## src/rtl/ostmr_pkg.sv

```systemverilog
// Package: register offsets and shared strobe type for the match timer.
// Assumes byte addressing with 32-bit registers on 4-byte boundaries.
package ostmr_pkg;
    localparam int OFS_MATCH0 = 'h00;
    localparam int OFS_COUNT  = 'h10;
    localparam int OFS_STATUS = 'h14;
    localparam int OFS_WDT    = 'h18;
    localparam int OFS_IEN    = 'h1C;
    localparam int REG_STRIDE = 4;

    typedef struct packed {
        logic count;
        logic status;
        logic wdt;
        logic ien;
    } wr_strobe_t;
endpackage

```

## src/rtl/ostmr_regbank.sv

```systemverilog
// Module: ostmr_regbank
// Decodes bus accesses into write strobes, holds the interrupt-enable
// register and returns registered read data with an error flag.
// Assumes NCHAN targets fit below the counter offset (NCHAN <= 4).
module ostmr_regbank
    import ostmr_pkg::*;
#(
    parameter int DATA_W   = 32,
    parameter int ADDR_W   = 8,
    parameter int NCHAN    = 4,
    parameter int IEN_BITS = 12
) (
    input  logic                         clk,
    input  logic                         rst_n,
    input  logic                         bus_sel,
    input  logic                         bus_wr,
    input  logic [ADDR_W-1:0]            bus_addr,
    input  logic [DATA_W-1:0]            bus_wdata,
    input  logic [NCHAN-1:0][DATA_W-1:0] match_vals,
    input  logic [DATA_W-1:0]            count_val,
    input  logic [NCHAN-1:0]             status_val,
    input  logic [DATA_W-1:0]            wdt_val,
    output wr_strobe_t                   wr_stb,
    output logic [NCHAN-1:0]             wr_match,
    output logic [IEN_BITS-1:0]          ien_val,
    output logic [DATA_W-1:0]            bus_rdata,
    output logic                         bus_err
);
    logic              wr_req;
    logic              rd_req;
    logic              rd_hit;
    logic [DATA_W-1:0] rd_mux;
    logic [IEN_BITS-1:0] ien_q;

    assign wr_req = bus_sel && bus_wr;
    assign rd_req = bus_sel && !bus_wr;

    // Decode write strobes for the target registers.
    always_comb begin
        for (int i = 0; i < NCHAN; i++) begin
            wr_match[i] = wr_req &&
                (bus_addr == ADDR_W'(OFS_MATCH0 + REG_STRIDE * i));
        end
    end

    // Decode write strobes for the fixed registers.
    always_comb begin
        wr_stb.count  = wr_req && (bus_addr == ADDR_W'(OFS_COUNT));
        wr_stb.status = wr_req && (bus_addr == ADDR_W'(OFS_STATUS));
        wr_stb.wdt    = wr_req && (bus_addr == ADDR_W'(OFS_WDT));
        wr_stb.ien    = wr_req && (bus_addr == ADDR_W'(OFS_IEN));
    end

    // Interrupt-enable register, keeps only the low IEN_BITS of a write.
    always_ff @(posedge clk) begin
        if (!rst_n)
            ien_q <= '0;
        else if (wr_stb.ien)
            ien_q <= bus_wdata[IEN_BITS-1:0];
    end
    assign ien_val = ien_q;

    // Read multiplexer over every defined offset.
    always_comb begin
        rd_mux = '0;
        rd_hit = 1'b1;
        unique case (bus_addr)
            ADDR_W'(OFS_COUNT):  rd_mux = count_val;
            ADDR_W'(OFS_STATUS): rd_mux = DATA_W'(status_val);
            ADDR_W'(OFS_WDT):    rd_mux = wdt_val;
            ADDR_W'(OFS_IEN):    rd_mux = DATA_W'(ien_q);
            default:             rd_hit = 1'b0;
        endcase
        for (int i = 0; i < NCHAN; i++) begin
            if (bus_addr == ADDR_W'(OFS_MATCH0 + REG_STRIDE * i)) begin
                rd_mux = match_vals[i];
                rd_hit = 1'b1;
            end
        end
    end

    // Registered read data and the one-cycle error flag.
    always_ff @(posedge clk) begin
        if (!rst_n) begin
            bus_rdata <= '0;
            bus_err   <= 1'b0;
        end else begin
            bus_rdata <= rd_req ? rd_mux : '0;
            bus_err   <= rd_req && !rd_hit;
        end
    end

    // an error cycle never carries data.
    a_r9_err_no_data: assert property (@(posedge clk) disable iff (!rst_n)
        bus_err |-> (bus_rdata == '0));
    // an error only follows a read request.
    a_r9_err_after_read: assert property (@(posedge clk) disable iff (!rst_n)
        bus_err |-> $past(rd_req));
endmodule

```

## src/rtl/ostmr_counter.sv

```systemverilog
// Module: ostmr_counter
// Free-running up-counter with a software load, and a flag that marks
// the cycle after any update. Assumes the load has priority over a tick.
module ostmr_counter #(
    parameter int DATA_W = 32
) (
    input  logic              clk,
    input  logic              rst_n,
    input  logic              tick_en,
    input  logic              load,
    input  logic [DATA_W-1:0] load_val,
    output logic [DATA_W-1:0] count_o,
    output logic              updated_o
);
    logic [DATA_W-1:0] cnt_q;
    logic              upd_q;

    // Count register: the load wins, otherwise step on tick (wraps naturally).
    always_ff @(posedge clk) begin
        if (!rst_n)
            cnt_q <= '0;
        else if (load)
            cnt_q <= load_val;
        else if (tick_en)
            cnt_q <= cnt_q + DATA_W'(1);
    end

    // Update marker: high for the cycle in which a new count is visible.
    always_ff @(posedge clk) begin
        if (!rst_n)
            upd_q <= 1'b0;
        else
            upd_q <= load || tick_en;
    end

    assign count_o   = cnt_q;
    assign updated_o = upd_q;

    // a tick with no load steps by exactly one (modulo wrap, R8).
    a_r5_tick_step: assert property (@(posedge clk) disable iff (!rst_n)
        (tick_en && !load) |=> (cnt_q == $past(cnt_q) + DATA_W'(1)));
    // a load takes the written value even when a tick is present.
    a_r5_load_wins: assert property (@(posedge clk) disable iff (!rst_n)
        load |=> (cnt_q == $past(load_val)));
endmodule

```

## src/rtl/ostmr_match_chan.sv

```systemverilog
// Module: ostmr_match_chan
// One compare channel: holds its target and flags a hit when a counter
// update lands on it. Assumes updated_i marks a fresh count value.
module ostmr_match_chan #(
    parameter int DATA_W = 32
) (
    input  logic              clk,
    input  logic              rst_n,
    input  logic              wr_en,
    input  logic [DATA_W-1:0] wdata,
    input  logic [DATA_W-1:0] count_i,
    input  logic              updated_i,
    output logic [DATA_W-1:0] target_o,
    output logic              hit_o
);
    logic [DATA_W-1:0] target_q;

    // Target register written from the bus.
    always_ff @(posedge clk) begin
        if (!rst_n)
            target_q <= '0;
        else if (wr_en)
            target_q <= wdata;
    end

    // Hit: exact equality only in the cycle a new count appears.
    always_comb begin
        hit_o = updated_i && (count_i == target_q);
    end

    assign target_o = target_q;
endmodule

```

## src/rtl/ostmr_event_ctrl.sv

```systemverilog
// Module: ostmr_event_ctrl
// Sticky status flags with write-one-to-clear, level interrupts, and the
// self-disarming watchdog on one channel. A new hit wins over a clear.
module ostmr_event_ctrl #(
    parameter int DATA_W = 32,
    parameter int NCHAN  = 4,
    parameter int WDT_CH = 3
) (
    input  logic              clk,
    input  logic              rst_n,
    input  logic [NCHAN-1:0]  hit_i,
    input  logic [NCHAN-1:0]  ien_i,
    input  logic              wr_status,
    input  logic [NCHAN-1:0]  clr_mask,
    input  logic              wr_wdt,
    input  logic [DATA_W-1:0] wdata,
    output logic [NCHAN-1:0]  status_o,
    output logic [DATA_W-1:0] wdt_o,
    output logic              wdt_req_o
);
    logic [NCHAN-1:0]  status_q;
    logic [NCHAN-1:0]  set_v;
    logic [NCHAN-1:0]  clr_v;
    logic [DATA_W-1:0] wdt_q;
    logic              wdt_fire;

    assign set_v    = hit_i & ien_i;
    assign clr_v    = wr_status ? clr_mask : '0;
    assign wdt_fire = hit_i[WDT_CH] && wdt_q[0];

    // Status flags: clear written ones, then apply new enabled hits.
    always_ff @(posedge clk) begin
        if (!rst_n)
            status_q <= '0;
        else
            status_q <= (status_q & ~clr_v) | set_v;
    end

    // Watchdog register: disarmed by its own firing, else written by bus.
    always_ff @(posedge clk) begin
        if (!rst_n)
            wdt_q <= '0;
        else if (wdt_fire)
            wdt_q <= '0;
        else if (wr_wdt)
            wdt_q <= wdata;
    end

    // One-cycle reset request pulse.
    always_ff @(posedge clk) begin
        if (!rst_n)
            wdt_req_o <= 1'b0;
        else
            wdt_req_o <= wdt_fire;
    end

    assign status_o = status_q;
    assign wdt_o    = wdt_q;

    // a flag can only rise where its enable was set.
    a_r3_set_needs_enable: assert property (@(posedge clk) disable iff (!rst_n)
        ((status_q & ~$past(status_q) & ~$past(ien_i)) == '0));
    // a written one with no competing hit leaves that flag clear.
    a_r4_clear_takes: assert property (@(posedge clk) disable iff (!rst_n)
        wr_status |=> ((status_q & $past(clr_mask & ~set_v)) == '0));
    // a request is only seen with the watchdog already disarmed.
    a_r6_req_disarms: assert property (@(posedge clk) disable iff (!rst_n)
        wdt_req_o |-> (wdt_q[0] == 1'b0));
    // the request never lasts beyond one cycle.
    a_r6_req_single: assert property (@(posedge clk) disable iff (!rst_n)
        wdt_req_o |=> !wdt_req_o);
endmodule

```

## src/rtl/ostmr_match_timer.sv

```systemverilog
// Module: ostmr_match_timer (top)
// Interval timer with NCHAN compare channels, per-channel level
// interrupts and a one-shot watchdog reset request on channel WDT_CH.
// Assumes a single-cycle register bus with byte offsets.
module ostmr_match_timer
    import ostmr_pkg::*;
#(
    parameter int DATA_W   = 32,
    parameter int ADDR_W   = 8,
    parameter int NCHAN    = 4,
    parameter int IEN_BITS = 12,
    parameter int WDT_CH   = 3
) (
    input  logic              clk,
    input  logic              rst_n,
    input  logic              tick_en,
    input  logic              bus_sel,
    input  logic              bus_wr,
    input  logic [ADDR_W-1:0] bus_addr,
    input  logic [DATA_W-1:0] bus_wdata,
    output logic [DATA_W-1:0] bus_rdata,
    output logic              bus_err,
    output logic [NCHAN-1:0]  irq,
    output logic              wdt_rst_req
);
    wr_strobe_t                   wr_stb;
    logic [NCHAN-1:0]             wr_match;
    logic [IEN_BITS-1:0]          ien_val;
    logic [NCHAN-1:0][DATA_W-1:0] match_vals;
    logic [NCHAN-1:0]             hits;
    logic [NCHAN-1:0]             status_val;
    logic [DATA_W-1:0]            count_val;
    logic                         count_upd;
    logic [DATA_W-1:0]            wdt_val;

    ostmr_regbank #(
        .DATA_W(DATA_W), .ADDR_W(ADDR_W), .NCHAN(NCHAN), .IEN_BITS(IEN_BITS)
    ) u_regs (
        .clk(clk), .rst_n(rst_n),
        .bus_sel(bus_sel), .bus_wr(bus_wr), .bus_addr(bus_addr),
        .bus_wdata(bus_wdata),
        .match_vals(match_vals), .count_val(count_val),
        .status_val(status_val), .wdt_val(wdt_val),
        .wr_stb(wr_stb), .wr_match(wr_match), .ien_val(ien_val),
        .bus_rdata(bus_rdata), .bus_err(bus_err)
    );

    ostmr_counter #(.DATA_W(DATA_W)) u_count (
        .clk(clk), .rst_n(rst_n), .tick_en(tick_en),
        .load(wr_stb.count), .load_val(bus_wdata),
        .count_o(count_val), .updated_o(count_upd)
    );

    // One compare channel per target register.
    for (genvar g = 0; g < NCHAN; g++) begin : g_chan
        ostmr_match_chan #(.DATA_W(DATA_W)) u_chan (
            .clk(clk), .rst_n(rst_n),
            .wr_en(wr_match[g]), .wdata(bus_wdata),
            .count_i(count_val), .updated_i(count_upd),
            .target_o(match_vals[g]), .hit_o(hits[g])
        );
    end

    ostmr_event_ctrl #(
        .DATA_W(DATA_W), .NCHAN(NCHAN), .WDT_CH(WDT_CH)
    ) u_events (
        .clk(clk), .rst_n(rst_n),
        .hit_i(hits), .ien_i(ien_val[NCHAN-1:0]),
        .wr_status(wr_stb.status), .clr_mask(bus_wdata[NCHAN-1:0]),
        .wr_wdt(wr_stb.wdt), .wdata(bus_wdata),
        .status_o(status_val), .wdt_o(wdt_val), .wdt_req_o(wdt_rst_req)
    );

    assign irq = status_val;

    // a flag never rises without a fresh counter update.
    a_r7_rise_needs_update: assert property (@(posedge clk) disable iff (!rst_n)
        ((irq & ~$past(irq)) != '0) |-> $past(count_upd));
endmodule

```

## config.mk

```make
export PLATFORM = sky130hd
export DESIGN_NAME = ostmr_match_timer
export DESIGN_NICKNAME = d
export VERILOG_FILES = /design/src/rtl/ostmr_pkg.sv /design/src/rtl/ostmr_regbank.sv /design/src/rtl/ostmr_counter.sv /design/src/rtl/ostmr_match_chan.sv /design/src/rtl/ostmr_event_ctrl.sv /design/src/rtl/ostmr_match_timer.sv
export SDC_FILE = /design/constraint.sdc
export NUM_CORES = 1
export LEC_CHECK = 0
export ABC_AREA = 1
export BUFFER_PORTS_ARGS = -buffer_cell sky130_fd_sc_hd__buf_2
export CORE_MARGIN = 8
export CORE_UTILIZATION = 61
export CTS_CLUSTER_DIAMETER = 150
export DETAILED_ROUTE_END_ITERATION = 8
export PLACE_DENSITY = 0.78
export SYNTH_ARGS = -nofsm -noshare
export SYNTH_HDL_FRONTEND = slang
export SYNTH_SLANG_ARGS = --single-unit
export TNS_END_PERCENT = 20
```

## constraint.sdc

```tcl
create_clock -name clk -period 1.8 [get_ports clk]
set_input_delay 0.09 -clock clk [delete_from_list [all_inputs] [get_ports clk]]
set_output_delay 0.09 -clock clk [all_outputs]
set_load 0.1 [all_outputs]
```

# --- Word-level counts from Yosys, hierarchy flattened ---
# Index checks and enable logic that the tools add are counted.
word_totals:
  out_inout_bits: 38
  wordCells: 66
  input_bits: 45
  reg_bits: 243
classes:
  bitwise: 5
  mux: 13
  addsub: 1
  reduce_logical: 24
  n_eq_ne: 11
ops:
  columns: ["op", "n"]
  rows:
  - ["$mux W32", 6]
  - ["$eq A32 B32 Y1", 4]
  - ["$pmux W32 S4", 1]
  - ["$add A32 B1 Y32 const B", 1]
  - ["$eq A8 B5 Y1 const B", 4]
  - ["$eq A8 B4 Y1 const B", 2]
  - ["$logic_and A1 B1 Y1", 16]
  - ["$and A4 B4 Y4", 2]
  - ["$eq A8 B3 Y1 const B", 1]
  - ["$logic_not A8 Y1", 1]
  - ["$mux W1", 5]
  - ["$mux W4", 1]
  - ["$not A4 Y4", 1]
  - ["$or A4 B4 Y4", 1]
  - ["$reduce_or A4 Y1", 1]
  - ["$logic_not A1 Y1", 2]
  - ["$reduce_and A2 Y1", 1]
  - ["$reduce_bool A2 Y1", 1]
  - ["$reduce_or A2 Y1", 1]
  - ["$logic_or A1 B1 Y1", 1]
  - ["$not A1 Y1", 1]

# --- Depth between registers and ports, before layout ---
logic_depth:
  depth_word: 9
  depth_mapped: 13
  ltp_nobuf: 12

# --- Hierarchy ---
# From an unflattened synthesis, not the netlist that was laid out.
hier_totals:
  hier_cells: 2076
  area_unflattened_um2: 13401.6
modules_own_cells:
  columns: ["mod", "cells_per_inst", "instances", "area_per_inst_um2", "seq_area_each_um2"]
  rows:
  - ["ostmr_match_chan", 255, 4, 1627.8, 640.6]
  - ["ostmr_regbank", 555, 1, 3286.9, 900.9]
  - ["ostmr_counter", 337, 1, 2167.1, 660.6]
  - ["ostmr_event_ctrl", 164, 1, 1436.4, 740.7]

# --- Worst setup path before layout ---
# No wires, ideal clock.
synth_timing:
  kind: "register to register"
  start: "reg u_events.status_q[1], in the netlist u_events.status_o[1]"
  end: "reg u_regs.bus_rdata[1]"
  arrival_time_ps: 1431
  path_slack_ps: 313
  setup_time_ps: 56
  path_stages_with_launch: 7
  required_time_ps: 1744
  synth_period_minus_slack_ps: 1487
  path_buffers: 0
  path_cell_list: "dfxtp_1 > inv_1 > o21ai_0 > nor2_1 > nand3_1 > nand2_1 > inv_1"
synth_between:
  elab_chain_cells: 5
synth_lines:
  columns: ["element", "line", "rtl"]
  rows:
  - ["from (decl)", "ostmr_event_ctrl.sv:21", "logic [NCHAN-1:0] status_q;"]
  - ["from (signal assigned)", "ostmr_event_ctrl.sv:36", "status_q <= (status_q & ~clr_v) | set_v;"]
  - ["$pmux W32 S4", "ostmr_regbank.sv:67", "unique case (bus_addr)"]
  - ["$mux W32 (4 in a row)", "ostmr_regbank.sv:75", "if (bus_addr == ADDR_W'(OFS_MATCH0 + REG_STRIDE * i)) begin"]
  - ["to (signal assigned)", "ostmr_regbank.sv:88", "bus_rdata <= rd_req ? rd_mux : '0;"]
  - ["to (decl)", "ostmr_regbank.sv:26", "output logic [DATA_W-1:0] bus_rdata,"]
# Every way passes these cells.
# A chain may end at the register's enable or synchronous reset.

# --- Worst setup path after layout ---
layout_timing:
  start: "reg u_count.cnt_q[12], in the netlist u_count.count_o[12]"
  end: "reg u_count.cnt_q[19], in the netlist u_count.count_o[19]"
layout_between:
  elab_chain_cells: 3
layout_lines:
  columns: ["element", "line", "rtl"]
  rows:
  - ["from (decl)", "ostmr_counter.sv:15", "logic [DATA_W-1:0] cnt_q;"]
  - ["from (signal assigned)", "ostmr_counter.sv:23", "cnt_q <= load_val;"]
  - ["from (signal assigned)", "ostmr_counter.sv:25", "cnt_q <= cnt_q + DATA_W'(1);"]
  - ["$add A32 B1 Y32", "ostmr_counter.sv:25", null]
  - ["$mux W32", "ostmr_counter.sv:24", "else if (tick_en)"]
  - ["$mux W32", "ostmr_counter.sv:22", "else if (load)"]
# Every way passes these cells. The select of a mux whose other input is x is not followed.

==> out/metrics.csv <==
stage,metric,value,unit
sta,finalWorstSetupSlack,12.8,ps
setup_path,worstSetupEndpointType,register,
cts,clkLatencyLatePin,540,ps
logic_synthesis,yosysUniqueCellTypes,36,
logic_synthesis,synth-seq-cells,243,
route,first_pass_iters,9,
cts,cts_max_level,1,
route,wl_per_cell,21.5,um
layout,drive_gt1_share,16.4,%
sta,period_minus_slack,1790,ps
placed_design,routabilityCongestion,1.06,
cts,clk_pin_slew,60,ps
sta,slew_viol_final,0,
setup_path,regToRegEndpoint,u_count.count_o[19],
sta,finalSetupViolations,0,
sta,worstMarginPinSlew,620,ps
die,ios,83,
sta,fin_crit_sh,99.3,%
grt,grt_first_pass_wirelength,77.6,mm
pwr,ir_drop,0.836,mV
setup_path,path_class,reg -> reg,
die,dieArea,25700,um2
cts,clockBufferDepth,3,
layout,areaGrowthSynthToFinish,22.0,%
setup_path,cp_max_fo,9,
grt,grt_pass1_vias,13500,
cts,cts-root-buf,clkbuf_16,
sta,rsz0062_at_grt,yes,
route,drc_errors,0,
logic_synthesis,synthFlopType,dfxtp_1,
route,avgViaCountPerCell,5.97,
sta,maxSlewHeadroom,58.7,%
grt,grt_util_all_layers,38.4,%
pwr,power_density,748,nW/um2
placed_design,dpl.hpwl,36.7,mm
route,drt_iter0_markers,2000,
setup_path,start_kind,register,
setup_path,cp.arrival,2240,ps
logic_synthesis,synth_edf_count,0,
placed_design,port_buffers,82,
hold_path,whs_path_depth,6,
cts,cts_sinks,243,
hold_path,hp-class,in -> reg,
die,start_util,61.2,%
logic_synthesis,syn_inst,1962,
run,drv_cap,0,
cts,cts_buffers,26,
status,run_status,"complete, no violations",
cts,cts_tree,built,
die,fp.dieW,160,um
route,ant_nets,0,
logic_synthesis,synthArstFlopShare,0,%
setup_path,ff2ff_path_depth,8,
layout,final_cell_mix,"nand2_1, o21ai_0, a21oi_1",
sta,finalHoldViolCount,0,
logic_synthesis,synth_nets,2008,
hold_path,hp-start,bus_addr[3],
pwr,leakage,0.00640,uW
setup_path,cp.required,2250,ps
layout,layout_commonest_cell,nand2_1,
sta,fin_hold_ws,78.8,ps
hold_path,holdPathEnd,u_regs.bus_err,
route,vias,14400,
logic_synthesis,ys_seq_area_share,38.3,%
logic_synthesis,syn_area,12700,um2
logic_synthesis,ys_warn_count,0,
die,fp.dieH,160,um
setup_path,worst-r2r-setup-slack,10,ps
sta,clock_skew,11.8,ps
logic_synthesis,syn_avg_cell_area,6.48,um2
sta,fmax,560,MHz
grt,grt_max_degree,146,
setup_path,r2r-start,u_count.count_o[12],
grt,antenna_found_initial,3,
layout,nNetsFinal,2169,
route,wl,51.9,mm
die,coreArea,20800,um2
placed_design,place_ws,-101,ps
die,num_rows,53,
grt,grt_overflow,0,
==> synthesized netlist by cell type, types with 2 or more instances <==
master / number / area share [%]
o22ai_1: 9 / 0.44
a31oi_1: 8 / 0.39
nand4_2: 2 / 0.20
o211ai_1: 6 / 0.35
nor2_4: 4 / 0.35
inv_2: 16 / 0.47
buf_6: 3 / 0.27
nand2_1: 453 / 13
nor3_1: 17 / 0.67
o21ai_1: 16 / 0.63
buf_2: 51 / 2.0
a21oi_1: 240 / 9.5
nor2_1: 189 / 5.6
inv_1: 229 / 6.8
o21ai_0: 253 / 10
buf_1: 2 / 0.059
nand2_2: 8 / 0.39
xor2_1: 29 / 2.0
nand3_1: 72 / 2.8
nor2_2: 4 / 0.20
nand4_1: 20 / 0.98
buf_4: 16 / 0.95
dfxtp_1: 243 / 38
clkbuf_1: 41 / 1.2
xnor2_1: 19 / 1.3
nand3_2: 2 / 0.16
==> cell families after synthesis <==
kind of cell    Yosys count  share of synthesized area [%]
xor+xnor                 48                           3.31
compound gates          535                           21.4
buf+inv                 359                           11.8
fa+ha+maj                 1                         0.0984
simple gates            776                           25.1
flops                   243                           38.3
==> layer usage <==
| layer | up-vias | share of wire [%] | track usage, % |
|---|---|---|---|
| li1 | 6624 | - | - |
| met1 | 6598 | 38 | 48.8 |
| met2 | 967 | 44 | 60.9 |
| met3 | 239 | 12 | 8.04 |
| met4 | 4 | 6.2 | 19.4 |
| met5 | - | 0.044 | 0 |
==> flip-flops by register name, summed over array words and instances (netlist names) <==
signal	count
g_chan.u_chan.target_o	128
u_count.count_o	32
u_events.wdt_o	32
u_regs.bus_rdata	32
u_regs.ien_val	12
u_events.status_o	4
u_count.updated_o	1
u_events.wdt_req_o	1
u_regs.bus_err	1
==> critical path, cell delays in order (launching register included) <==
cell and delay [ps]:
dfxtp_2 460, nand2_1 160, nor2_1 180, nand2_1 120, nor3_2 230, buf_4 150, xor2_1 150, nand2_1 80
a21oi_1 170
==> power by group <==
part | leakage, uW | switching [uW] | total (uW) | internal, uW
clock | 0.000426 | 2220 | 5580 | 3360
sequential | 0.00197 | 11.6 | 5390 | 5380
combinational | 0.00400 | 411 | 625 | 214
total | 0.00640 | 2640 | 11600 | 8960
==> cell type report <==
class,instances,area [um2]
Clock buffer,38,767
Fill cell,1657,5250
Sequential cell,243,4900
Timing Repair Buffer,247,1970
Inverter,245,920
Tap cell,275,344
Clock inverter,7,115
Multi-Input combinational cell,1360,6480
Antenna cell,1,2.50
==> per-stage QoR <==
| step | TNS (ps) | utilization [%] | total power (uW) | cell area (um2) | cells |
|---|---|---|---|---|---|
| 5_1_grt | -2710 | 74.7 | 11800 | 15500 | 2416 |
| 3_5_place_dp | -135 | 67.7 | 6050 | 14100 | 2332 |
| 2_1_floorplan | 0 | - | 5790 | 12700 | 1962 |
| 6_report | 0 | 74.7 | 11600 | 15500 | 2416 |
| 4_1_cts | 0 | 73.8 | 11600 | 15300 | 2412 |
| 3_3_place_gp | -112 | 67.7 | 6040 | 14100 | 2332 |
==> how the worst max path moves through the flow <==
stage	endpoint	cells after the start	startpoint	slack [ps]
finish	u_count.count_o[19]	8	u_count.count_o[12]	10
global route	u_events.wdt_o[11]	12	g_chan[3].u_chan.target_o[20]	-100
CTS	u_events.status_o[0]	9	u_count.count_o[19]	4
detailed placement	u_count.count_o[19]	8	u_count.count_o[12]	-100
global placement	u_count.count_o[19]	8	u_count.count_o[12]	-110
floorplan	u_regs.bus_rdata[1]	6	u_events.status_o[1]	310
==> repair_timing <==
action | CTS | global route
gates cloned | 0 | 1
gates resized for setup | 9 | 64
setup buffers | 0 | 2
hold buffers | 35 | 0
pin swaps | 0 | 16
hold endpoints to repair | 178 | 0
endpoints found under the setup margin | 13 | 54
(Power assumes the default switching activity.)
